`config.mk`:
```
export PLATFORM = sky130hd
export DESIGN_NAME = sram_async_ctl
export DESIGN_NICKNAME = d
export VERILOG_FILES = /design/src/rtl/sram_ctl_pkg.sv /design/src/rtl/sram_ctl_fsm.sv /design/src/rtl/sram_ctl_dp.sv /design/src/rtl/sram_async_ctl.sv
export SDC_FILE = /design/constraint.sdc
export NUM_CORES = 1
export LEC_CHECK = 0
export BUFFER_PORTS_ARGS = -buffer_cell sky130_fd_sc_hd__buf_2
export CORE_MARGIN = 5
export CORE_UTILIZATION = 45
export CTS_CLUSTER_DIAMETER = 40
export DETAILED_ROUTE_END_ITERATION = 8
export MAX_ROUTING_LAYER = met4
export PLACE_DENSITY = 0.82
export SLEW_MARGIN = 20
export SYNTH_ARGS = -nofsm -noshare
export SYNTH_HDL_FRONTEND = slang
export SYNTH_SLANG_ARGS = --single-unit
export TNS_END_PERCENT = 20
```
`constraint.sdc`:
```
create_clock -name clk -period 3.4 [get_ports clk]
set_input_delay 0.17 -clock clk [delete_from_list [all_inputs] [get_ports clk]]
set_output_delay 0.17 -clock clk [all_outputs]
set_load 0.02 [all_outputs]
```
`src/rtl/sram_ctl_pkg.sv`:
```
`timescale 1ns/1ps
package sram_ctl_pkg;

  function automatic int nsToCycles(input int ns, input int periodNs);
    int c;
    c = (ns + periodNs - 1) / periodNs;
    return (c < 1) ? 1 : c;
  endfunction

  function automatic int maxOf(input int a, input int b);
    return (a > b) ? a : b;
  endfunction

  typedef struct packed {
    logic startRd;
    logic startWr;
    logic selOff;
    logic weHigh;
    logic drvOn;
    logic drvOff;
    logic capture;
    logic readyPulse;
  } ctlStrobes_t;

endpackage

```
`src/rtl/sram_ctl_fsm.sv`:
```
`timescale 1ns/1ps
module sram_ctl_fsm
  import sram_ctl_pkg::*;
#(
  parameter int CLK_PERIOD_NS = 20,
  parameter int T_RC_NS  = 55,
  parameter int T_AA_NS  = 55,
  parameter int T_ACE_NS = 55,
  parameter int T_OE_NS  = 25,
  parameter int T_WC_NS  = 55,
  parameter int T_AW_NS  = 50,
  parameter int T_CW_NS  = 50,
  parameter int T_WP_NS  = 45,
  parameter int T_DW_NS  = 25,
  parameter int T_WHZ_NS = 20,
  parameter int T_REC_NS = 55
) (
  input  logic        clk,
  input  logic        rstN,
  input  logic        reqValid,
  input  logic        reqWrite,
  input  logic        retainReq,
  output ctlStrobes_t strobes
);

  localparam int RC_C  = nsToCycles(T_RC_NS, CLK_PERIOD_NS);
  localparam int WC_C  = nsToCycles(T_WC_NS, CLK_PERIOD_NS);
  localparam int AA_C  = nsToCycles(T_AA_NS, CLK_PERIOD_NS);
  localparam int ACE_C = nsToCycles(T_ACE_NS, CLK_PERIOD_NS);
  localparam int OE_C  = nsToCycles(T_OE_NS, CLK_PERIOD_NS);
  localparam int AW_C  = nsToCycles(T_AW_NS, CLK_PERIOD_NS);
  localparam int CW_C  = nsToCycles(T_CW_NS, CLK_PERIOD_NS);
  localparam int WP_C  = nsToCycles(T_WP_NS, CLK_PERIOD_NS);
  localparam int DW_C  = nsToCycles(T_DW_NS, CLK_PERIOD_NS);
  localparam int WHZ_C = nsToCycles(T_WHZ_NS, CLK_PERIOD_NS);
  localparam int REC_C = nsToCycles(T_REC_NS, CLK_PERIOD_NS);

  localparam int RD_C    = maxOf(AA_C, maxOf(ACE_C, OE_C));
  localparam int PULSE_C = maxOf(maxOf(WP_C, AW_C), maxOf(CW_C, WHZ_C + DW_C));
  localparam int CYC_C   = maxOf(RC_C, WC_C);
  localparam int MAX_C   = maxOf(maxOf(RD_C, PULSE_C), maxOf(CYC_C, REC_C));
  localparam int CNT_W   = $clog2(MAX_C + 2);
  localparam int GAP_W   = $clog2(CYC_C + 1);

  typedef enum logic [2:0] {
    ST_IDLE, ST_READ, ST_WPULSE, ST_WREL, ST_RETAIN, ST_RECOVER
  } ctlState_t;

  ctlState_t state, stateNext;
  logic [CNT_W-1:0] phaseCnt, phaseCntNext;
  logic [GAP_W-1:0] gapCnt, gapCntNext;

  always_comb begin
    stateNext    = state;
    phaseCntNext = phaseCnt + 1'b1;
    gapCntNext   = (gapCnt != '0) ? gapCnt - 1'b1 : gapCnt;
    strobes      = '0;
    case (state)
      ST_IDLE: begin
        phaseCntNext = '0;
        if (retainReq) begin
          stateNext = ST_RETAIN;
        end else if (reqValid && gapCnt == '0) begin
          gapCntNext = GAP_W'(CYC_C - 1);
          if (reqWrite) begin
            strobes.startWr = 1'b1;
            stateNext       = ST_WPULSE;
          end else begin
            strobes.startRd = 1'b1;
            stateNext       = ST_READ;
          end
        end
      end
      ST_READ: begin
        if (phaseCnt == CNT_W'(RD_C - 1)) begin
          strobes.capture    = 1'b1;
          strobes.selOff     = 1'b1;
          strobes.readyPulse = 1'b1;
          stateNext          = ST_IDLE;
        end
      end
      ST_WPULSE: begin
        if (phaseCnt == CNT_W'(WHZ_C - 1)) strobes.drvOn = 1'b1;
        if (phaseCnt == CNT_W'(PULSE_C - 1)) begin
          strobes.weHigh = 1'b1;
          strobes.selOff = 1'b1;
          stateNext      = ST_WREL;
        end
      end
      ST_WREL: begin
        strobes.drvOff     = 1'b1;
        strobes.readyPulse = 1'b1;
        stateNext          = ST_IDLE;
      end
      ST_RETAIN: begin
        phaseCntNext = '0;
        if (!retainReq) stateNext = ST_RECOVER;
      end
      ST_RECOVER: begin
        if (phaseCnt == CNT_W'(REC_C - 1)) stateNext = ST_IDLE;
      end
      default: stateNext = ST_IDLE;
    endcase
  end

  always_ff @(posedge clk) begin
    if (!rstN) begin
      state    <= ST_IDLE;
      phaseCnt <= '0;
      gapCnt   <= '0;
    end else begin
      state    <= stateNext;
      phaseCnt <= phaseCntNext;
      gapCnt   <= gapCntNext;
    end
  end

endmodule

```
`src/rtl/sram_ctl_dp.sv`:
```
`timescale 1ns/1ps
module sram_ctl_dp
  import sram_ctl_pkg::*;
#(
  parameter int ADDR_W = 18,
  parameter int DATA_W = 8
) (
  input  logic              clk,
  input  logic              rstN,
  input  ctlStrobes_t       strobes,
  input  logic [ADDR_W-1:0] reqAddr,
  input  logic [DATA_W-1:0] reqWdata,
  input  logic [DATA_W-1:0] memDin,
  output logic [ADDR_W-1:0] memAddr,
  output logic [DATA_W-1:0] memDout,
  output logic              memCeN,
  output logic              memCe2,
  output logic              memOeN,
  output logic              memWeN,
  output logic              memDrv,
  output logic [DATA_W-1:0] rspData,
  output logic              rspReady
);

  always_ff @(posedge clk) begin
    if (!rstN) begin
      memAddr  <= '0;
      memDout  <= '0;
      memCeN   <= 1'b1;
      memCe2   <= 1'b0;
      memOeN   <= 1'b1;
      memWeN   <= 1'b1;
      memDrv   <= 1'b0;
      rspData  <= '0;
      rspReady <= 1'b0;
    end else begin
      rspReady <= strobes.readyPulse;
      if (strobes.startRd || strobes.startWr) begin
        memAddr <= reqAddr;
        memCeN  <= 1'b0;
        memCe2  <= 1'b1;
      end
      if (strobes.startRd) memOeN <= 1'b0;
      if (strobes.startWr) begin
        memWeN  <= 1'b0;
        memDout <= reqWdata;
      end
      if (strobes.selOff) begin
        memCeN <= 1'b1;
        memCe2 <= 1'b0;
        memOeN <= 1'b1;
      end
      if (strobes.weHigh)  memWeN  <= 1'b1;
      if (strobes.drvOn)   memDrv  <= 1'b1;
      if (strobes.drvOff)  memDrv  <= 1'b0;
      if (strobes.capture) rspData <= memDin;
    end
  end

endmodule

```
`src/rtl/sram_async_ctl.sv`:
```
`timescale 1ns/1ps
module sram_async_ctl
  import sram_ctl_pkg::*;
#(
  parameter int ADDR_W        = 18,
  parameter int DATA_W        = 8,
  parameter int CLK_PERIOD_NS = 20,
  parameter int T_RC_NS  = 55,
  parameter int T_AA_NS  = 55,
  parameter int T_ACE_NS = 55,
  parameter int T_OE_NS  = 25,
  parameter int T_WC_NS  = 55,
  parameter int T_AW_NS  = 50,
  parameter int T_CW_NS  = 50,
  parameter int T_WP_NS  = 45,
  parameter int T_DW_NS  = 25,
  parameter int T_WHZ_NS = 20,
  parameter int T_REC_NS = T_RC_NS
) (
  input  logic              clk,
  input  logic              rstN,
  input  logic              reqValid,
  input  logic              reqWrite,
  input  logic [ADDR_W-1:0] reqAddr,
  input  logic [DATA_W-1:0] reqWdata,
  input  logic              retainReq,
  output logic              rspReady,
  output logic [DATA_W-1:0] rspData,
  output logic [ADDR_W-1:0] memAddr,
  output logic              memCeN,
  output logic              memCe2,
  output logic              memOeN,
  output logic              memWeN,
  output logic [DATA_W-1:0] memDout,
  output logic              memDrv,
  input  logic [DATA_W-1:0] memDin
);

  ctlStrobes_t strobes;

  sram_ctl_fsm #(
    .CLK_PERIOD_NS(CLK_PERIOD_NS),
    .T_RC_NS(T_RC_NS), .T_AA_NS(T_AA_NS), .T_ACE_NS(T_ACE_NS), .T_OE_NS(T_OE_NS),
    .T_WC_NS(T_WC_NS), .T_AW_NS(T_AW_NS), .T_CW_NS(T_CW_NS), .T_WP_NS(T_WP_NS),
    .T_DW_NS(T_DW_NS), .T_WHZ_NS(T_WHZ_NS), .T_REC_NS(T_REC_NS)
  ) fsm_i (
    .clk(clk), .rstN(rstN), .reqValid(reqValid), .reqWrite(reqWrite),
    .retainReq(retainReq), .strobes(strobes)
  );

  sram_ctl_dp #(.ADDR_W(ADDR_W), .DATA_W(DATA_W)) dp_i (
    .clk(clk), .rstN(rstN), .strobes(strobes), .reqAddr(reqAddr),
    .reqWdata(reqWdata), .memDin(memDin), .memAddr(memAddr), .memDout(memDout),
    .memCeN(memCeN), .memCe2(memCe2), .memOeN(memOeN), .memWeN(memWeN),
    .memDrv(memDrv), .rspData(rspData), .rspReady(rspReady)
  );

endmodule

```
# Yosys cells after proc, flatten, opt, wreduce, memory -nomap -nowiden
# Cells that the tools add are included.
# totals
word_cells	61
output_inout_bits	40
input_bits	39
register_bits	48
# classes
addsub	2
muxes	24
reduce_logical	12
n_eq_ne	10
n_bitwise	1
# ops
op	n
2-bit two-way mux	10
3-bit two-way mux	5
3-bit case mux with 4 select lines	1
3-bit by 2-bit equality test with 1-bit output, second input constant	3
2-bit OR reduction	4
3-bit equality test, second input constant	2
3-bit zero test	2
1-bit two-way mux	6
2-bit by 1-bit != test with 1-bit output, second input constant	2
1-bit case mux with 2 select lines	2
4-bit AND reduction	1
3-bit by 1-bit adder with 3-bit output, second input constant	1
3-bit by 1-bit equality test with 1-bit output, second input constant	1
3-bit by 2-bit != test with 1-bit output, second input constant	1
3-bit OR reduction	1
2-bit zero test	1
2-bit != test, second input constant	1
2-bit nonzero test	1
2-bit by 1-bit subtractor with 2-bit output, second input constant	1
1-bit logical AND	1
1-bit logical OR	1
1-bit NOT	1

# Logic depth before layout (Yosys ltp)
# Gate-level depths: netlist (run 1).
# depth
word_depth	6
mapped_depth	6
depth_no_buf	5

# Modules after synthesis
# A second synthesis (run 1) with hierarchy kept.
# hier_totals
cells_unflattened	211
hier_area_um2	2018.2
# by_module_without_submodules
mod	n_inst	cells_each	seq_area_each_um2	area_each_um2
sram_ctl_dp	1	152	800.8	1511.4
sram_ctl_fsm	1	59	160.2	506.7

# Worst setup path after synthesis (run 1)
# Ideal clock, no wire load.
# synth_timing
path_type	reg2reg
start	register fsm_i.state[2]
end	register dp_i.memAddr[10]
setup_slack_ps	1886
arrival_ps	1443
n_path_buf	3
t_required_ps	3328
path_stages_with_launch	7
period_less_slack_ps	1514
cell_sequence	dfxtp_1 -> buf_6 -> or3_4 -> nor3_2 -> buf_6 -> buf_12 -> mux2i_1
# synth_between
elab_chain_len	3
# synth_rtl
item	line	rtl
from (decl)	sram_ctl_fsm.sv:49	ctlState_t state, stateNext;
from (signal assigned)	sram_ctl_fsm.sv:112	state <= stateNext;
3-bit zero test	sram_ctl_fsm.sv:58	case (state)
2-bit two-way mux	sram_ctl_fsm.sv:58	
1-bit logical OR	sram_ctl_dp.sv:38	if (strobes.startRd || strobes.startWr) begin
to (signal assigned)	sram_ctl_dp.sv:39	memAddr <= reqAddr;
to (decl)	sram_ctl_dp.sv:14	output logic [ADDR_W-1:0] memAddr,
# No other way between the ends.
# A chain may end at the register's enable or synchronous reset.

# Worst setup path after layout (run 1)
# layout_timing
start	register fsm_i.gapCnt[1]
end	register dp_i.memAddr[17]
# layout_between
elab_chain_len	6
# layout_rtl
item	line	rtl
from (decl)	sram_ctl_fsm.sv:51	logic [GAP_W-1:0] gapCnt, gapCntNext;
from (signal assigned)	sram_ctl_fsm.sv:114	gapCnt <= gapCntNext;
2-bit zero test	sram_ctl_fsm.sv:63	end else if (reqValid && gapCnt == '0) begin
1-bit logical AND	sram_ctl_fsm.sv:63	
2-bit two-way mux	sram_ctl_fsm.sv:63	
2-bit two-way mux	sram_ctl_fsm.sv:61	if (retainReq) begin
2-bit two-way mux	sram_ctl_fsm.sv:58	
1-bit logical OR	sram_ctl_dp.sv:38	
# No other way between the ends.

==> results of run 1 <==
-- power groups by stage --
stage	registers (uW)	clock network, uW	logic (uW)
finish	608	361	167
global route	612	396	185
CTS	608	366	168
detailed placement	621	0	168
global placement	620	0	165
floorplan	635	0	104
-- final timing paths --
path,start,endpoint,slack [ps]
worst max-delay path,fsm_i.gapCnt[1],dp_i.memAddr[17],1630
worst min register to register,dp_i.memCeN,dp_i.memCeN,450
worst min-delay path,memDin[0],dp_i.rspData[0],120
worst max register to register,fsm_i.gapCnt[1],dp_i.memAddr[17],1630
-- area by class of cell --
class	count	area, sq um
Clock buffer	7	96.3
Fill cell	421	1870
Inverter	7	26.3
Multi-Input combinational cell	151	937
Sequential cell	48	961
Tap cell	52	65.1
Timing Repair Buffer	79	398
-- cell usage after synthesis, types with 3 or more instances --
library cell	count
mux2i_1	18
o31ai_1	10
nand2b_1	5
a21oi_1	20
nand4_1	8
dfxtp_1	48
ha_1	3
inv_1	7
o21ai_0	9
nand2_1	39
nor2_1	5
clkbuf_1	11
nor2b_1	4
nand3_1	9
-- cell families (layout without fill, tap and decap cells) --
| kind of cell | after synthesis | after routing | synth area share |
|---|---|---|---|
| simple gates | 81 | 81 | 0.203 |
| flops | 48 | 48 | 0.476 |
| compound gates | 47 | 47 | 0.141 |
| buf+inv | 25 | 93 | 0.0632 |
| mux | 18 | 18 | 0.0892 |
| fa+ha+maj | 3 | 3 | 0.0186 |
| xor+xnor | 2 | 2 | 0.00868 |
-- routing by layer --
layer,vias to the layer above,GRT usage
met5,-,-
met3,9,0.0445
met2,45,0.276
met4,0,0.0447
met1,825,0.176
li1,910,-
-- critical path, delay by kind of cell, from the launching register on --
family | cells | cell delay (ps)
buffers and inverters | 1 | 320
flip-flops | 1 | 350
multiplexers | 1 | 240
AND/OR/NAND/NOR | 2 | 780
-- flip-flops by register name (all words and copies together), names as in the netlist --
register	cells
dp_i.memAddr	18
dp_i.memCe2	1
dp_i.memCeN	1
dp_i.memDout	8
dp_i.memDrv	1
dp_i.memOeN	1
dp_i.memWeN	1
dp_i.rspData	8
dp_i.rspReady	1
fsm_i.gapCnt	2
fsm_i.phaseCnt	3
fsm_i.state	3
-- per-stage QoR --
step                total power, uW   util
finish                         1140  0.570
CTS                            1140  0.570
global route                   1190  0.570
detailed placement              789  0.548
global placement                785  0.548
floorplan                       739      -
==> flow_metrics.tcl, run 1 <==
set metrics [dict create \
    rr_worst_depth 4 \
    syn_area_sq_um 2020 \
    finalMaxSlewViolations 0 \
    max_freq_mhz 564 \
    p_int_uw 833 \
    whs_ps 118 \
    wl_met1_microns 1960 \
    via_per_inst 5.20 \
    final_hold_viol_count 0 \
    worst_path_largest_cell_delay_ps 620 \
    layout_common_cells "78 x buf_2, 48 x dfxtp_1, 39 x nand2_1" \
    rsz0062_at_grt "no" \
    fin_cells 344 \
    worstPathMaxFanout 18 \
    fin_crit_ps 1770 \
    pin_count 79 \
    syn_inst 224 \
    vias 1789 \
    cts.sink_count 48 \
    wirelength_microns 4550 \
    synth_seq_cells 48 \
    setup_viol 0 \
    cts-root-buf "clkbuf_8" \
    synth-main-ff-cell "dfxtp_1" \
    synth_seq_area_share 0.476 \
    setup_tns_ps 0 \
    track_usage 0.158 \
    synthArstFlopShare 0 \
    post_drt_wl_per_cell_microns 13.2 \
    setup_slack_ps 1630 \
    grt_pass1_vias 1758 \
    finalClockSkew_ps 10.6 \
    period_share 0.521 \
    syn-mean-instance-area_sq_um 9.02 \
    worstMarginPinSlew_ps 667 \
    highest_layer "met4" \
    relSlewSlack 0.556 \
    dr_wl_met2_microns 2330 \
    die_w_microns 77.0 \
    crit_path_start_kind "flip-flop" \
    antenna_cells 0 \
    yosys.area.top_type "dfxtp_1" \
    cts_buffers 5 \
    layout_commonest_cell "buf_2" \
    fp.dieH_microns 77.0 \
    cp_slowest_cell "or3b_2" \
    fp.dieArea_sq_um 5930 \
    clk-insertion-delay-late_ps 290 \
    portBuffers 78 \
    irDropWorstVdd_mv 0.189 \
    clockPowerShare 0.318 \
    synth_top_area_frac 0.476 \
    switching_share 0.267 \
    syn_nets 266 \
    whs_path_depth 3 \
    p_switching_uw 304 \
    grt_overflow 0 \
    grt_pass1_wl_microns 7760 \
    antenna_found_initial 0 \
    ys_warn_count 0 \
    arrival_ps 1980 \
    p_seq_frac 0.535 \
    cts_buffer_depth 2 \
    wl_met3_microns 188 \
    ctsHoldBuffers 0 \
    drtIter0Drc 90 \
    cts_resized 0 \
    nets 334 \
    yosysUniqueCellTypes 36 \
    synth_edf_count 0 \
    rows 24 \
    worstPathRequired_ps 3610 \
    core_sq_um 4350 \
    cts_tree "yes" \
    final_layout_size_suffix_gt1_frac 0.315 \
    path_clk_slew_ps 90 \
    place_area_sq_um 2390 \
    status "complete, no violations" \
    end_kind "flip-flop" \
    drt-pass1-iter-count 4 \
    crit_path_cell_trace "or3b_2 > nor3_4 > buf_4 > mux2i_1" \
    pre_cts_ws_ps 1650 \
    hold_path.class "in -> reg" \
    post-route-cell-area_sq_um 2480 \
    synth_area_leaders "dfxtp_1 48%, mux2i_1 8.9%, nand2_1 7.2%" \
    cts.htree.levels 2 \
    post-dp-hpwl_microns 3300 \
    grt_max_degree 43 \
    gp_congestion 0.718 \
    dp_cells 337 \
    p_leak_uw 0.00108 \
    p_per_area_nw_per_um2 458 \
    area_growth_syn_to_layout_pct 23.0 \
    path_class "reg -> reg" \
    route.detailed.drc 0 \
    cap_violations 0 \
    final_antenna_net_count 0 \
    initial_utilization 0.464 \
    cts_setup_buffers 0 \
    p_comb_frac 0.147 \
]
Power figures use the tool's default switching activity.
==> inputs of run 2 (changes only) <==
--- a/config.mk
+++ b/config.mk
@@ -5,13 +5,14 @@
 export SDC_FILE = /design/constraint.sdc
 export NUM_CORES = 1
 export LEC_CHECK = 0
+export ABC_AREA = 1
 export BUFFER_PORTS_ARGS = -buffer_cell sky130_fd_sc_hd__buf_2
 export CORE_MARGIN = 5
-export CORE_UTILIZATION = 45
+export CORE_UTILIZATION = 42
 export CTS_CLUSTER_DIAMETER = 40
 export DETAILED_ROUTE_END_ITERATION = 8
 export MAX_ROUTING_LAYER = met4
-export PLACE_DENSITY = 0.82
+export PLACE_DENSITY = 0.81
 export SLEW_MARGIN = 20
 export SYNTH_ARGS = -nofsm -noshare
 export SYNTH_HDL_FRONTEND = slang
==> constraint.sdc (replaced) <==
create_clock -name clk -period 1.4 [get_ports clk]
set_input_delay 0.07 -clock clk [delete_from_list [all_inputs] [get_ports clk]]
set_output_delay 0.07 -clock clk [all_outputs]
set_load 0.02 [all_outputs]
==> flow_metrics.tcl, run 2 <==
set metrics [dict create \
    worstPathRequired_ps 1600 \
    layout_commonest_cell "nor2_1" \
    syn_nets 295 \
    largest_reg_flops 18 \
    worst_path_largest_cell_delay_ps 340 \
    startpoint "fsm_i.phaseCnt[0]" \
    final_layout_size_suffix_gt1_frac 0.306 \
    cts_tree "yes" \
    status "complete, no violations" \
    fp.dieH_microns 77.0 \
    ys_warn_count 0 \
    core_sq_um 4350 \
    synth_area_leaders "dfxtp_1 51%, nor2_1 18%, o21ai_0 7.4%" \
    rows 24 \
    setup_viol 0 \
    rsz0062_at_grt "yes" \
    antenna_cells 0 \
    r2r_setup_slack_ps 100 \
    p_int_uw 2410 \
    worstPathMaxFanout 9 \
    post-dp-hpwl_microns 3160 \
    p_comb_frac 0.318 \
    finalMaxSlewViolations 0 \
    synth_top_area_frac 0.510 \
    area_growth_syn_to_layout_pct 45.4 \
    cap_violations 0 \
    p_total_uw 3620 \
    cp_slowest_cell "dfxtp_2" \
    switching_share 0.335 \
    drt-pass1-iter-count 4 \
    portBuffers 78 \
    crit_path_cell_trace "inv_2 > ha_4 > nand2_4 > nor3_4 > inv_4 > nor2_1 > nor2_1" \
    drtIter0Drc 72 \
    post-route-cell-area_sq_um 2740 \
    via_per_inst 4.55 \
    gp_congestion 0.816 \
    crit_path_start_kind "flip-flop" \
    post_drt_wl_per_cell_microns 11.4 \
    synth_seq_cells 48 \
    hold_path.class "in -> reg" \
    grt_pass1_vias 1803 \
    fp.dieArea_sq_um 5930 \
    clockPowerShare 0.227 \
    place_area_sq_um 2350 \
    r2r_start "fsm_i.phaseCnt[0]" \
    r2r-end "dp_i.rspData[3]" \
    cts.sink_count 48 \
    period_share 0.931 \
    synth_edf_count 0 \
    yosys.area.top_type "dfxtp_1" \
    grt_max_degree 21 \
    p_switching_uw 1210 \
    cts_buffers 5 \
    cp_common_cell "nor2_1" \
    cts-root-buf "clkbuf_8" \
    p_leak_uw 0.00143 \
    die_w_microns 77.0 \
    synth_seq_area_share 0.510 \
    clk-insertion-delay-late_ps 300 \
    pin_count 79 \
    antenna_found_initial 0 \
    finalClockSkew_ps 3.40 \
    fin_crit_ps 1300 \
    irDropWorstVdd_mv 0.802 \
    nets 407 \
    layout_common_cells "88 x nor2_1, 78 x buf_2, 46 x dfxtp_1" \
    yosysUniqueCellTypes 24 \
    cts_buffer_depth 2 \
    top_register "dp_i.memAddr" \
    relSlewSlack 0.773 \
    syn_area_sq_um 1890 \
    vias 1903 \
    initial_utilization 0.433 \
    cts.htree.levels 2 \
    rr_worst_depth 7 \
    syn_inst 253 \
    track_usage 0.167 \
    top_regs "dp_i.memAddr: 18 flops, dp_i.memDout: 8 flops, dp_i.rspData: 8 flops" \
    max_freq_mhz 767 \
    synth-main-ff-cell "dfxtp_1" \
    synthArstFlopShare 0 \
    p_seq_frac 0.456 \
    route.detailed.drc 0 \
    grt_overflow 0 \
    path_clk_slew_ps 80 \
    grt_pass1_wl_microns 7960 \
    syn-mean-instance-area_sq_um 7.45 \
    end_kind "flip-flop" \
    p_per_area_nw_per_um2 1320 \
    final_util 0.630 \
    final_hold_viol_count 0 \
    worstMarginPinSlew_ps 337 \
    crit_end "dp_i.rspData[3]" \
    synth_common_cells "88 x nor2_1, 48 x dfxtp_1, 35 x nand2_1" \
    synth.most_common_cell "nor2_1" \
    wirelength_microns 4750 \
    path_class "reg -> reg" \
    arrival_ps 1500 \
    final_antenna_net_count 0 \
]
run 2: per-layer routing:
layer | global-route usage | vias to the layer above | share of wire
met5 | - | - | 0
met4 | 0.0464 | 0 | 0.013
met3 | 0.0621 | 9 | 0.086
met2 | 0.268 | 74 | 0.46
met1 | 0.197 | 821 | 0.44
li1 | - | 999 | -
run 2: final cells by class:
class	instances	area (sq um)
Fill cell	374	1610
Sequential cell	48	963
Multi-Input combinational cell	174	801
Timing Repair Buffer	114	737
Clock buffer	8	90.1
Inverter	22	85.1
Tap cell	52	65.1
run 2: through the flow:
stage / hold WS (ps) / instances / worst slack [ps] / TNS (ps)
CTS: 3.88 / 415 / 21.4 / 0
detailed placement: 298 / 383 / 35.3 / 0
global route: 6.88 / 418 / -46.5 / -450
floorplan: 205 / 253 / 127 / 0
finish: 13.7 / 418 / 97.1 / 0
global placement: 293 / 383 / 83.5 / 0
run 2: timing repair:
item,4_1_cts,5_1_grt
gates resized for setup,0,10
hold endpoints to repair,24,0
hold buffers,24,0
buffers inserted,0,3
setup endpoints to repair,0,37
run 2: power by group through the flow:
| stage | clock network [uW] | registers [uW] | logic (uW) |
|---|---|---|---|
| CTS | 858 | 1650 | 1120 |
| finish | 822 | 1650 | 1150 |
| global placement | 0 | 1670 | 1050 |
| global route | 901 | 1670 | 1290 |
| detailed placement | 0 | 1680 | 1070 |
| floorplan | 0 | 1870 | 536 |
run 2: how the worst min path moves through the flow:
stage | startpoint | to | slack (ps) | cells past startpoint
3_3_place_gp | reqAddr[13] | dp_i.memAddr[13] | 290 | 3
4_1_cts | reqAddr[1] | dp_i.memAddr[1] | 4 | 3
5_1_grt | reqAddr[1] | dp_i.memAddr[1] | 7 | 3
2_1_floorplan | reqAddr[10] | dp_i.memAddr[10] | 200 | 2
6_report | reqAddr[12] | dp_i.memAddr[12] | 10 | 3
3_5_place_dp | reqAddr[7] | dp_i.memAddr[7] | 300 | 3
run 2: logic make-up after synthesis:
logic type,Yosys count,synth area share
flip-flops,48,0.510
AO/OA/AOI/OAI,34,0.0949
adder cells (fa/ha/maj),3,0.0199
buffers and inverters,31,0.0763
XOR/XNOR,1,0.00465
AND/OR/NAND/NOR,136,0.295
run 2: worst max-delay path: cells and delay by family, from the launching register on:
kind / cells / cell delay [ps]
adder cells (fa/ha/maj): 1 / 140
buffers and inverters: 2 / 180
flip-flops: 1 / 340
AND/OR/NAND/NOR: 4 / 550
==> inputs of run 3 (changes only) <==
--- a/config.mk
+++ b/config.mk
@@ -13,6 +13,7 @@
 export DETAILED_ROUTE_END_ITERATION = 8
 export MAX_ROUTING_LAYER = met4
 export PLACE_DENSITY = 0.81
+export REMOVE_ABC_BUFFERS = 1
 export SLEW_MARGIN = 20
 export SYNTH_ARGS = -nofsm -noshare
 export SYNTH_HDL_FRONTEND = slang
==> flow_metrics.tcl, run 3 (synthesis results as in run 2) <==
set metrics [dict create \
    max_freq_mhz 721 \
    multi_input_area_sq_um 813 \
    grt_pass1_vias 1858 \
    wirelength_microns 5150 \
    whs_path_depth 3 \
    route.detailed.drc 0 \
    min_from "memDin[0]" \
    area_growth_syn_to_layout_pct 43.5 \
    final_util 0.621 \
    path_class "reg -> reg" \
    drt-pass1-iter-count 4 \
    cap_violations 0 \
    drtIter0Drc 123 \
    finalClockSkew_ps 10.8 \
    arrival_ps 1620 \
    post_drt_wl_per_cell_microns 12.5 \
    cts-root-buf "clkbuf_8" \
    final_hold_viol_count 0 \
    path_clk_slew_ps 90 \
    end_kind "flip-flop" \
    antenna_found_initial 0 \
    cts_buffer_depth 2 \
    setup_viol 0 \
    rsz0062_at_grt "yes" \
    worstPathRequired_ps 1640 \
    p_per_area_nw_per_um2 1370 \
    relSlewSlack 0.756 \
    cts_tree "yes" \
    final_layout_size_suffix_gt1_frac 0.331 \
    worstMarginPinSlew_ps 362 \
    r2r_setup_slack_ps 10 \
    clk-insertion-delay-late_ps 300 \
    hold_path.class "in -> reg" \
    initial_utilization 0.433 \
    layout_commonest_cell "nor2_1" \
    largest_reg_flops 18 \
    pin_count 79 \
    worstPathMaxFanout 8 \
    ff_latch_area_sq_um 966 \
    grt_max_degree 39 \
    top_regs "dp_i.memAddr: 18 flops, dp_i.memDout: 8 flops, dp_i.rspData: 8 flops" \
    via_per_inst 4.63 \
    fp.dieArea_sq_um 5930 \
    track_usage 0.168 \
    rows 24 \
    core_sq_um 4350 \
    gp_congestion 0.787 \
    status "complete, no violations" \
    post-route-cell-area_sq_um 2710 \
    final_antenna_net_count 0 \
    crit_path_start_kind "flip-flop" \
    rr_worst_depth 7 \
    period_share 0.991 \
    post-dp-hpwl_microns 3200 \
    hold_path_end "dp_i.rspData[0]" \
    top_register "dp_i.memAddr" \
    nFillCells 400 \
    place_area_sq_um 2340 \
    die_w_microns 77.0 \
    cts.htree.levels 2 \
    grt_overflow 0 \
    antenna_cells 0 \
    irDropWorstVdd_mv 0.880 \
    r2r_start "fsm_i.state[0]" \
    finalMaxSlewViolations 0 \
    r2r-end "dp_i.memAddr[3]" \
    fin_crit_ps 1390 \
    grt_pass1_wl_microns 8080 \
    fp.dieH_microns 77.0 \
    cts.sink_count 48 \
    cts_buffers 5 \
    nets 401 \
    layout_common_cells "87 x nor2_1, 78 x buf_2, 44 x dfxtp_1" \
    vias 1908 \
    portBuffers 78 \
    p_leak_uw 0.00141 \
]
[run 3: changes by cell type in the layout (fill, tap and decap cells not counted), sizes merged]
cell	before	now
dlygate4sd3	24	17
clkinv	0	3
buf	90	89
clkbuf	8	7
[run 3: where the power goes]
| part | switching (uW) | internal [uW] | leakage (uW) |
|---|---|---|---|
| Sequential | 133 | 1560 | 0.000393 |
| Clock | 453 | 395 | 0.0000510 |
| Combinational | 710 | 463 | 0.000965 |
[run 3: worst max-delay path by stage]
stage / from / endpoint / cells past startpoint
finish: fsm_i.state[0] / dp_i.memAddr[3] / 7
CTS: fsm_i.gapCnt[0] / dp_i.memDout[5] / 8
floorplan: fsm_i.state[2] / dp_i.memAddr[0] / 6
detailed placement: fsm_i.gapCnt[0] / dp_i.memDout[5] / 8
global route: fsm_i.state[1] / dp_i.memAddr[3] / 7
global placement: fsm_i.state[2] / dp_i.memAddr[11] / 6
[run 3: timing repair]
item | 4_1_cts | 5_1_grt
hold buffers | 17 | 0
gates resized for setup | 0 | 19
hold endpoints to repair | 17 | 0
setup endpoints to repair | 0 | 41
setup buffers | 0 | 3
[run 3: per-stage QoR]
step	cells	hold WS [ps]	TNS (ps)	setup WS (ps)	total power [uW]
CTS	407	0.331	0	11.7	3600
floorplan	244	190	-4840	-248	2350
finish	412	11.0	0	12.2	3710
global route	412	16.5	-679	-81.9	3940
detailed placement	382	300	0	19.2	2730
global placement	382	290	0	58.2	2710
[run 3: final cells by class]
type | instances | share of cell area
well taps | 52 | 0.0241
repair inverters | 1 | 0.00231
repair buffers | 107 | 0.249
multi-input cells | 174 | 0.301
clock buffers | 6 | 0.0305
clock inverters | 2 | 0.00370
inverters | 22 | 0.0324
flip-flops and latches | 48 | 0.357
[run 3: worst max-delay path, cell delays in order, from the launching register on]
cell,delay (ps)
dfxtp_2,370
nor2_4,130
nand2_2,90
nor3_4,210
buf_6,150
buf_6,120
o21ai_0,100
nor2_1,160
[run 3: layer usage]
| layer | global-route usage | share of wire |
|---|---|---|
| met5 | - | 0 |
| met2 | 0.264 | 0.49 |
| met3 | 0.0597 | 0.091 |
| met4 | 0.0773 | 0.025 |
| met1 | 0.190 | 0.40 |
